**src/rtl/ssx_pkg.sv**
```systemverilog
package ssx_pkg;
  localparam int PRE_W = 9;

  typedef enum logic [1:0] {
    PS_DIV2   = 2'd0,
    PS_DIV16  = 2'd1,
    PS_DIV64  = 2'd2,
    PS_DIV512 = 2'd3
  } ssx_psel_e;

  // terminal count of the prescaler for a given tap (division minus one)
  function automatic logic [PRE_W-1:0] prescale_last(input logic [1:0] sel);
    logic [PRE_W:0] one_hot;
    case (ssx_psel_e'(sel))
      PS_DIV2:   one_hot = (PRE_W+1)'(1) << 1;
      PS_DIV16:  one_hot = (PRE_W+1)'(1) << 4;
      PS_DIV64:  one_hot = (PRE_W+1)'(1) << 6;
      default:   one_hot = (PRE_W+1)'(1) << 9;
    endcase
    return PRE_W'(one_hot - 1'b1);
  endfunction
endpackage

```
**src/rtl/ssx_sync.sv**
```systemverilog
module ssx_sync #(
  parameter int WIDTH  = 1,
  parameter int STAGES = 2
) (
  input  logic             clk,
  input  logic             rst_n,
  input  logic [WIDTH-1:0] rst_val,
  input  logic [WIDTH-1:0] d,
  output logic [WIDTH-1:0] q
);
  logic [WIDTH-1:0] chain [STAGES];

  for (genvar s = 0; s < STAGES; s++) begin : g_stage
    always_ff @(posedge clk or negedge rst_n) begin
      if (!rst_n) chain[s] <= rst_val;
      else if (s == 0) chain[s] <= d;
      else chain[s] <= chain[(s > 0) ? s-1 : 0];
    end
  end

  assign q = chain[STAGES-1];
endmodule

```
**src/rtl/ssx_baud_gen.sv**
```systemverilog
module ssx_baud_gen
  import ssx_pkg::*;
#(
  parameter int RELOAD_W = 8
) (
  input  logic                clk,
  input  logic                rst_n,
  input  logic                run,
  input  logic [1:0]          psel,
  input  logic [RELOAD_W-1:0] reload,
  output logic                half_tick
);
  logic [PRE_W-1:0]    pre_cnt;
  logic [PRE_W-1:0]    pre_last;
  logic [RELOAD_W-1:0] baud_cnt;
  logic                pre_wrap;

  assign pre_last  = prescale_last(psel);
  assign pre_wrap  = run && (pre_cnt == pre_last);
  assign half_tick = pre_wrap && (baud_cnt == reload);

  always_ff @(posedge clk or negedge rst_n) begin
    if (!rst_n) begin
      pre_cnt  <= '0;
      baud_cnt <= '0;
    end else if (!run) begin
      pre_cnt  <= '0;
      baud_cnt <= '0;
    end else begin
      pre_cnt <= pre_wrap ? '0 : pre_cnt + 1'b1;
      if (pre_wrap) baud_cnt <= (baud_cnt == reload) ? '0 : baud_cnt + 1'b1;
    end
  end
endmodule

```
**src/rtl/ssx_frame_eng.sv**
```systemverilog
module ssx_frame_eng #(
  parameter int DATA_W = 8
) (
  input  logic              clk,
  input  logic              rst_n,
  input  logic              start,
  input  logic [DATA_W-1:0] load_data,
  input  logic              ext_clk,
  input  logic              pol,
  input  logic              msb_first,
  input  logic              half_tick,
  input  logic              ext_rise,
  input  logic              ext_fall,
  input  logic              rxd_bit,
  output logic              active,
  output logic              sclk_q,
  output logic              txd_q,
  output logic              done,
  output logic [DATA_W-1:0] rx_word
);
  localparam int IDX_W = (DATA_W > 1) ? $clog2(DATA_W) : 1;
  localparam logic [IDX_W-1:0] LAST_IDX = IDX_W'(DATA_W - 1);

  logic [DATA_W-1:0] tx_sh;
  logic [DATA_W-1:0] rx_sh;
  logic [IDX_W-1:0]  idx;
  logic [IDX_W-1:0]  pos;
  logic              drove;
  logic              rest_lvl;
  logic              drive_ev;
  logic              samp_ev;

  assign rest_lvl = ~pol;
  assign pos      = msb_first ? (LAST_IDX - idx) : idx;

  // the edge leaving the rest level launches data, the edge returning samples it
  assign drive_ev = active && (ext_clk ? (pol ? ext_rise : ext_fall)
                                       : (half_tick && (sclk_q == rest_lvl)));
  assign samp_ev  = active && drove && (ext_clk ? (pol ? ext_fall : ext_rise)
                                                : (half_tick && (sclk_q != rest_lvl)));

  always_ff @(posedge clk or negedge rst_n) begin
    if (!rst_n) begin
      active <= 1'b0;
      idx    <= '0;
      drove  <= 1'b0;
      sclk_q <= 1'b1;
      txd_q  <= 1'b1;
      tx_sh  <= '0;
      rx_sh  <= '0;
      done   <= 1'b0;
    end else begin
      done <= 1'b0;
      if (!active) begin
        sclk_q <= rest_lvl;
        txd_q  <= 1'b1;
        drove  <= 1'b0;
        idx    <= '0;
        if (start) begin
          active <= 1'b1;
          tx_sh  <= load_data;
        end
      end else begin
        if (half_tick && !ext_clk) sclk_q <= ~sclk_q;
        if (drive_ev) begin
          txd_q <= tx_sh[pos];
          drove <= 1'b1;
        end
        if (samp_ev) begin
          rx_sh[pos] <= rxd_bit;
          drove      <= 1'b0;
          if (idx == LAST_IDX) begin
            active <= 1'b0;
            done   <= 1'b1;
          end else begin
            idx <= idx + 1'b1;
          end
        end
      end
    end
  end

  assign rx_word = rx_sh;
endmodule

```
**src/rtl/sync_serial_xcvr.sv**
```systemverilog
module sync_serial_xcvr #(
  parameter int DATA_W      = 8,
  parameter int RELOAD_W    = 8,
  parameter int SYNC_STAGES = 2
) (
  input  logic                clk,
  input  logic                rst_n,
  input  logic [1:0]          cfg_psel,
  input  logic [RELOAD_W-1:0] cfg_reload,
  input  logic                cfg_ext_clk,
  input  logic                cfg_pol,
  input  logic                cfg_msb_first,
  input  logic                cfg_tx_en,
  input  logic                cfg_rx_en,
  input  logic                cfg_hs_off,
  input  logic                cfg_hs_rts,
  input  logic                cfg_irq_err_only,
  input  logic                cfg_txd_off,
  input  logic [DATA_W-1:0]   tx_data,
  input  logic                tx_valid,
  output logic                tx_ready,
  output logic [DATA_W-1:0]   rx_data,
  output logic                rx_valid,
  input  logic                rx_ready,
  output logic                rx_overrun,
  output logic                rx_irq,
  input  logic                sclk_in,
  output logic                sclk_out,
  output logic                sclk_oe,
  output logic                txd,
  output logic                txd_oe,
  input  logic                rxd,
  input  logic                cts_n_in,
  output logic                rts_n_out
);
  logic [DATA_W-1:0] tx_buf;
  logic              tx_full;
  logic [DATA_W-1:0] rx_buf;
  logic              rx_full;
  logic              ovr_q;
  logic              irq_q;

  logic              eng_active;
  logic              eng_done;
  logic [DATA_W-1:0] eng_word;
  logic              half_tick;
  logic              start;
  logic              hs_ok;
  logic              cts_sync;
  logic [1:0]        pin_sync;
  logic              sclk_s_d;
  logic              ext_rise;
  logic              ext_fall;
  logic              rxd_bit;
  logic              pop;

  // pin synchronisers: bit 1 = external clock, bit 0 = receive data
  ssx_sync #(.WIDTH(2), .STAGES(SYNC_STAGES)) i_pin_sync (
    .clk     (clk),
    .rst_n   (rst_n),
    .rst_val (2'b11),
    .d       ({sclk_in, rxd}),
    .q       (pin_sync)
  );

  ssx_sync #(.WIDTH(1), .STAGES(SYNC_STAGES)) i_cts_sync (
    .clk     (clk),
    .rst_n   (rst_n),
    .rst_val (1'b1),
    .d       (cts_n_in),
    .q       (cts_sync)
  );

  always_ff @(posedge clk or negedge rst_n) begin
    if (!rst_n) sclk_s_d <= 1'b1;
    else        sclk_s_d <= pin_sync[1];
  end

  assign ext_rise = pin_sync[1] & ~sclk_s_d;
  assign ext_fall = ~pin_sync[1] & sclk_s_d;
  // the generated clock leaves the pin directly, so the pin is sampled as is
  assign rxd_bit  = cfg_ext_clk ? pin_sync[0] : rxd;

  ssx_baud_gen #(.RELOAD_W(RELOAD_W)) i_baud (
    .clk       (clk),
    .rst_n     (rst_n),
    .run       (eng_active && !cfg_ext_clk),
    .psel      (cfg_psel),
    .reload    (cfg_reload),
    .half_tick (half_tick)
  );

  assign hs_ok = cfg_hs_off || cfg_hs_rts || !cts_sync;
  assign start = tx_full && cfg_tx_en && hs_ok && !eng_active;

  ssx_frame_eng #(.DATA_W(DATA_W)) i_eng (
    .clk       (clk),
    .rst_n     (rst_n),
    .start     (start),
    .load_data (tx_buf),
    .ext_clk   (cfg_ext_clk),
    .pol       (cfg_pol),
    .msb_first (cfg_msb_first),
    .half_tick (half_tick),
    .ext_rise  (ext_rise),
    .ext_fall  (ext_fall),
    .rxd_bit   (rxd_bit),
    .active    (eng_active),
    .sclk_q    (sclk_out),
    .txd_q     (txd),
    .done      (eng_done),
    .rx_word   (eng_word)
  );

  // transmit buffer
  always_ff @(posedge clk or negedge rst_n) begin
    if (!rst_n) begin
      tx_full <= 1'b0;
      tx_buf  <= '0;
    end else if (tx_valid && !tx_full) begin
      tx_full <= 1'b1;
      tx_buf  <= tx_data;
    end else if (start) begin
      tx_full <= 1'b0;
    end
  end

  // receive buffer, overrun and interrupt
  assign pop = rx_full && rx_ready;

  always_ff @(posedge clk or negedge rst_n) begin
    if (!rst_n) begin
      rx_full <= 1'b0;
      rx_buf  <= '0;
      ovr_q   <= 1'b0;
      irq_q   <= 1'b0;
    end else begin
      irq_q <= 1'b0;
      if (pop) begin
        rx_full <= 1'b0;
        ovr_q   <= 1'b0;
      end
      if (eng_done && cfg_rx_en) begin
        if (rx_full && !rx_ready) begin
          ovr_q <= 1'b1;
          irq_q <= cfg_irq_err_only;
        end else begin
          rx_full <= 1'b1;
          rx_buf  <= eng_word;
          irq_q   <= !cfg_irq_err_only;
        end
      end
    end
  end

  assign tx_ready   = !tx_full;
  assign rx_valid   = rx_full;
  assign rx_data    = rx_buf;
  assign rx_overrun = ovr_q;
  assign rx_irq     = irq_q;
  assign sclk_oe    = !cfg_ext_clk;
  assign txd_oe     = !cfg_txd_off;
  assign rts_n_out  = cfg_hs_off || !cfg_hs_rts || !(cfg_rx_en && !rx_full);
endmodule

```
**config.mk**
```make
export PLATFORM = sky130hd
export DESIGN_NAME = sync_serial_xcvr
export DESIGN_NICKNAME = d
export VERILOG_FILES = /design/src/rtl/ssx_pkg.sv /design/src/rtl/ssx_sync.sv /design/src/rtl/ssx_baud_gen.sv /design/src/rtl/ssx_frame_eng.sv /design/src/rtl/sync_serial_xcvr.sv
export SDC_FILE = /design/constraint.sdc
export NUM_CORES = 1
export LEC_CHECK = 0
export BUFFER_PORTS_ARGS = -buffer_cell sky130_fd_sc_hd__buf_2
export CAP_MARGIN = 20
export CORE_UTILIZATION = 40
export DETAILED_ROUTE_END_ITERATION = 8
export GPL_ROUTABILITY_DRIVEN = 0
export GPL_TIMING_DRIVEN = 0
export SYNTH_ARGS = -nofsm -noshare
export SYNTH_HDL_FRONTEND = slang
export SYNTH_SLANG_ARGS = --single-unit
```
**constraint.sdc**
```tcl
create_clock -name clk -period 2.4 [get_ports clk]
set_input_delay 0 -clock clk [delete_from_list [all_inputs] [get_ports clk]]
set_output_delay 0 -clock clk [all_outputs]
set_load 0.02 [all_outputs]
```
After elaboration in Yosys (flattened, before gate mapping):

Cells that the tools add are included.

* equal/unequal tests: 13
* bitwise logic cells: 8
* reduce and logical (&&, ||, !) cells: 38
* $lt $le $gt $ge: 2
* muxes and demuxes: 44
* add/sub/neg operators: 5

Operators with widths (count)
* 1-bit two-way mux: 31
* 8-bit two-way mux: 3
* 7-bit case mux with 3 select lines: 1
* 1-bit logical AND: 18
* 9-bit two-way mux: 2
* 3-bit two-way mux: 4
* 1-bit logical NOT: 10
* 2-bit != test, second input constant: 5
* 9-bit by 1-bit adder with 9-bit output, second input constant: 1
* 9-bit equality test: 1
* 9-bit by 1-bit subtractor with 9-bit output, second input constant: 1
* 8-bit by 1-bit adder with 8-bit output, second input constant: 1
* 8-bit bitwise mux: 1
* 8-bit equality test: 1
* 2-bit AND reduction: 4
* 1-bit NOT: 6
* 1-bit logical OR: 4
* 3-bit by 4-bit < comparator with 1-bit output, second input constant: 1
* 3-bit by 1-bit adder with 3-bit output, second input constant: 1
* 1-bit binary-select mux with 3-bit select: 1
* 1-bit demux with 3-bit select: 1
* 3-bit equality test, second input constant: 1
* 3-bit by 1-bit >= comparator with 1-bit output, second input constant: 1
* 3-bit != test, second input constant: 1
* other kinds (8): 9

* logic and storage cells: 131
* input port bits: 34
* flip-flop bits (word level): 68
* output and inout port bits: 17

Logic depth before layout (Yosys ltp):

* word-level depth: 12
* mapped depth: 7
* gate-level depth less buffers: 6

Worst setup path after synthesis:

Ideal clock, no wire load.

* path kind: reg-to-reg
* from: reg i_baud.pre_cnt[3]
* to: reg i_baud.baud_cnt[2]
* buffers on the path: 1
* library setup time: 82 ps
* path slack: 117 ps
* arrival: 2201 ps
* cell stages (with the launch flop): 7
* clock period less this slack: 2283 ps
* required time: 2318 ps
* cells stage by stage: dfrtp_1 > or4_1 > o21a_1 > or3_4 > buf_6 > or4_1 > a31oi_1

* cells in the longest elaborated chain, start to end: 3

Ends and longest elaborated chain
* start: declaration: RTL line ssx_baud_gen.sv:13 `logic [PRE_W-1:0] pre_cnt;`
* start signal: assignment: RTL line ssx_baud_gen.sv:30 `pre_cnt <= pre_wrap ? '0 : pre_cnt + 1'b1;`
* 9-bit equality test: RTL line ssx_baud_gen.sv:19 `assign pre_wrap = run && (pre_cnt == pre_last);`
* 1-bit logical AND: RTL line ssx_baud_gen.sv:19
* 2-bit != test (no line)
* end signal: assignment: RTL line ssx_baud_gen.sv:31 `if (pre_wrap) baud_cnt <= (baud_cnt == reload) ? '0 : baud_cnt + 1'b1;`
* end: declaration: RTL line ssx_baud_gen.sv:15 `logic [RELOAD_W-1:0] baud_cnt;`

Every way passes these cells.
A chain may end at the register's enable or synchronous reset.

Worst setup path after layout:

* from: reg i_baud.pre_cnt[2]
* to: reg i_baud.baud_cnt[4]

The elaborated chain is that of the path after synthesis.

==> key figures <==
Status
  • Status: finished clean

Routing
  • Met3 WL: 342 um
  • Total detailed-routing wirelength: around 7.3 mm
  • Starting DRT DRC Count: a little over 90
  • Routed wl met2: 3.44 mm
  • WL met1: approximately 3.4 mm
  • Post-route ant nets: 0
  • DRC: 0
  • Drt pass-1 iters: 4
  • Top sig layer: met4
  • Total number of vias: about 2700
  • Drt wl/cell: between 10 and 15 um
  • Routed vias/inst: around 5.3

Timing
  • Fin Setup TNS: 0 ns
  • Fmax: around 430 MHz
  • Post-layout min period: between 2 and 2.5 ns
  • Hold violation count in the final report: 0
  • RSZ-0062 raised after global routing: no
  • Least-Margin Pin Slew: between 0.8 and 0.9 ns
  • Final cycle utilization of the critical path: between 90% and 100%
  • Final setup fails: 0
  • Clock skew: 0.0124 ns
  • Slew headroom: 43.1%
  • Max-slew violation count: 0
  • Hold WS: roughly 0.1 ns

Power
  • Leak: 2.01 nW
  • Pwr Density: 740 nW/um^2
  • VDD IR max: roughly 0.4 mV

Layout
  • Layout net count: ~440
  • Most common cell after layout, fill and taps aside: dfrtp_1
  • Inserted Diodes: 0
  • Share of cells above drive strength 1: between 30% and 40%
  • Final core occ: a little over half
  • Most frequent cells in the layout: dfrtp_1, buf_2, nor2_1, mux2_2, dlygate4sd3_1
  • Syn-to-layout area delta: 26.0%

Clock tree
  • Root Driver: clkbuf_8
  • Number of CTS-inserted buffers: 9
  • CTS tree: done
  • H-tree Lvls: 3
  • Clk pin slew, worst setup/hold paths: 0.08 ns
  • Clock Sinks: between 60 and 70
  • CTS max path bufs: 2
  • Clk_lat worst skew: 0.35 ns

Worst setup path
  • Critical path fanouts, max: 6
  • Crit Path Class: reg2reg
  • Worst Path Arrival: roughly 2.6 ns
  • CP max-delay cell: or4_4
  • Worst setup SP type: register
  • Worst path max stage delay: 0.51 ns
  • WP data required: 2.67 ns
  • Worst-path cell chain: or4_1 > o21a_1 > or3_4 > buf_8 > or4_4 > a21oi_2
  • Critical Path End Type: register

Global route
  • Tot GR Track Use: approximately 18%
  • Initial antenna violation count: 0
  • Vias in the first global route: approximately 2700
  • Pin count of the biggest net entering global routing: 69
  • Global route total overflow: 0
  • First-pass GRT wire length: about 12 mm

Yosys
  • Sequential area share after synthesis: 50.5%
  • Mux cell area share after synthesis: between 10 and 15%
  • Synthesis warning total: 0
  • Synthesized area per cell: ~11 um^2
  • Post-synthesis net count: 349
  • Compound-Gate Fraction of Synth Area: between 10% and 20%
  • Asr flop ratio synth: between 90% and 100%
  • Synth top area share: between 40% and 50%
  • Mapped Area: approximately 3400 um^2
  • Synth cell types: 48
  • #FFs+latches synth: between 60 and 70
  • Simple-gate share of the synthesized area: 16.8%
  • Yosys top cell by area: dfrtp_1
  • Largest family of logic cells by synthesized area: simple AND/OR/NAND/NOR gates
  • Post-Synth XOR/XNOR Area: under 10%
  • Post-Synthesis Cells: roughly 310
  • Post-Synth Adder-Cell Area: 1.48%
  • Synth Flop Type: dfrtp_1
  • Synth area leaders: dfrtp_1, mux2_2, dfstp_2
  • Post-synth EDFFs: 0

Hold path
  • Min-Delay Path Class: in2reg

Die
  • Chip width: approximately 94 um
  • Initial core utilization: between 40% and 50%
  • Core ar.: approximately 8000 um^2
  • Die area: 8850 um^2
  • Row count: 33
  • IO Pins: between 50 and 60
  • Die Ht: 94.1 um

Placed design
  • I/O Buffers: 50
  • Final HPWL from detailed placement: around 5 mm

Job
  • Max cap viols: 0
worst max-delay path, delay by kind of cell (launching register included):
family                 cells  cell delay [ns]
and+or+nand+nor            3             1.30
DFF                        1             0.44
AOI/OAI and AO/OA          2             0.35
buffers and inverters      1             0.14
path summary, 6_finish.rpt:
path | start | endpoint | slack, ns | cells after the start
worst min register to register | i_cts_sync.chain[1] | i_cts_sync.q | 0.36 | 0
worst max-delay path | i_baud.pre_cnt[2] | i_baud.baud_cnt[4] | 0.09 | 6
worst min-delay path | cfg_tx_en | tx_full | 0.10 | 4
min in group asynchronous | rst_n | i_baud.pre_cnt[4] | 0.30 | 2
worst max register to register | i_baud.pre_cnt[2] | i_baud.baud_cnt[4] | 0.09 | 6
max in group asynchronous | rst_n | tx_buf[5] | 1.54 | 2
metrics by stage:
step | total power (W) | cells | setup WS (ns) | instance area [um^2]
detailed placement | 0.00212 | 466 | -0.189 | 3780
floorplan | 0.00192 | 311 | 0.117 | 3390
finish | 0.00316 | 507 | 0.0920 | 4270
global placement | 0.00210 | 466 | -0.193 | 3770
global route | 0.00337 | 507 | 0.000687 | 4270
CTS | 0.00320 | 501 | 0.0310 | 4210
where the power goes:
group	internal (W)	switching [W]
combinational	0.000310	0.000405
clock	0.000585	0.000446
sequential	0.00131	0.000104
total	0.00221	0.000955
cells by family (layout without fill, tap and decap cells):
family,count (synthesis),in the layout
AO/OA/AOI/OAI,52,52
XOR/XNOR,22,22
adder cells (fa/ha/maj),4,4
buffers and inverters,20,111
flip-flops,68,68
multiplexers,37,37
AND/OR/NAND/NOR,108,108
area by class of cell:
class	instances	area, um^2
multi-input combinational	223	1640
sequential	68	1710
clock inverter	6	88.8
timing repair buffer	76	490
clock buffer	10	128
tap	105	131
buffer	10	51.3
fill	777	3940
inverter	9	33.8
repair_timing:
action,in CTS,in global routing
buffers inserted,1,7
resized for setup,7,5
hold buffers,18,0
pin swaps,0,4
endpoints found under the setup margin,15,18
hold endpoints to repair,75,0
flip-flops by register name (all words and copies together), names as in the netlist, 2 cells and up:
register          cells
i_pin_sync.chain      2
rx_data               8
i_pin_sync.q          2
i_baud.pre_cnt        9
i_eng.tx_sh           8
tx_buf                8
i_eng.idx             3
i_eng.rx_word         8
i_baud.baud_cnt       8
metal layers:
metal  up-vias  track usage [%]
li1       1312                -
met1      1307             21.9
met2        69             29.4
met3        13             5.58
met4         0             6.54
met5         -                0
synthesized netlist by cell type (3+ instances only):
library cell  instances
xnor2_1               5
nand3_1              17
and3_1                7
nand2_1              15
dfrtp_1              59
clkbuf_1             10
dfstp_2               9
a22oi_1               6
a41oi_1               3
xor2_1               17
o2bb2ai_1             4
a211oi_1              3
o21ai_0               4
a31oi_1               4
nor3b_1               3
nor3_1                4
nor2_1               31
inv_1                 9
or4_1                 4
ha_1                  4
a311oi_1              3
nor2b_1               5
a21oi_1              15
nor4_1                6
mux2i_1               9
mux2_2               26
Power figures use the tool's default switching activity.
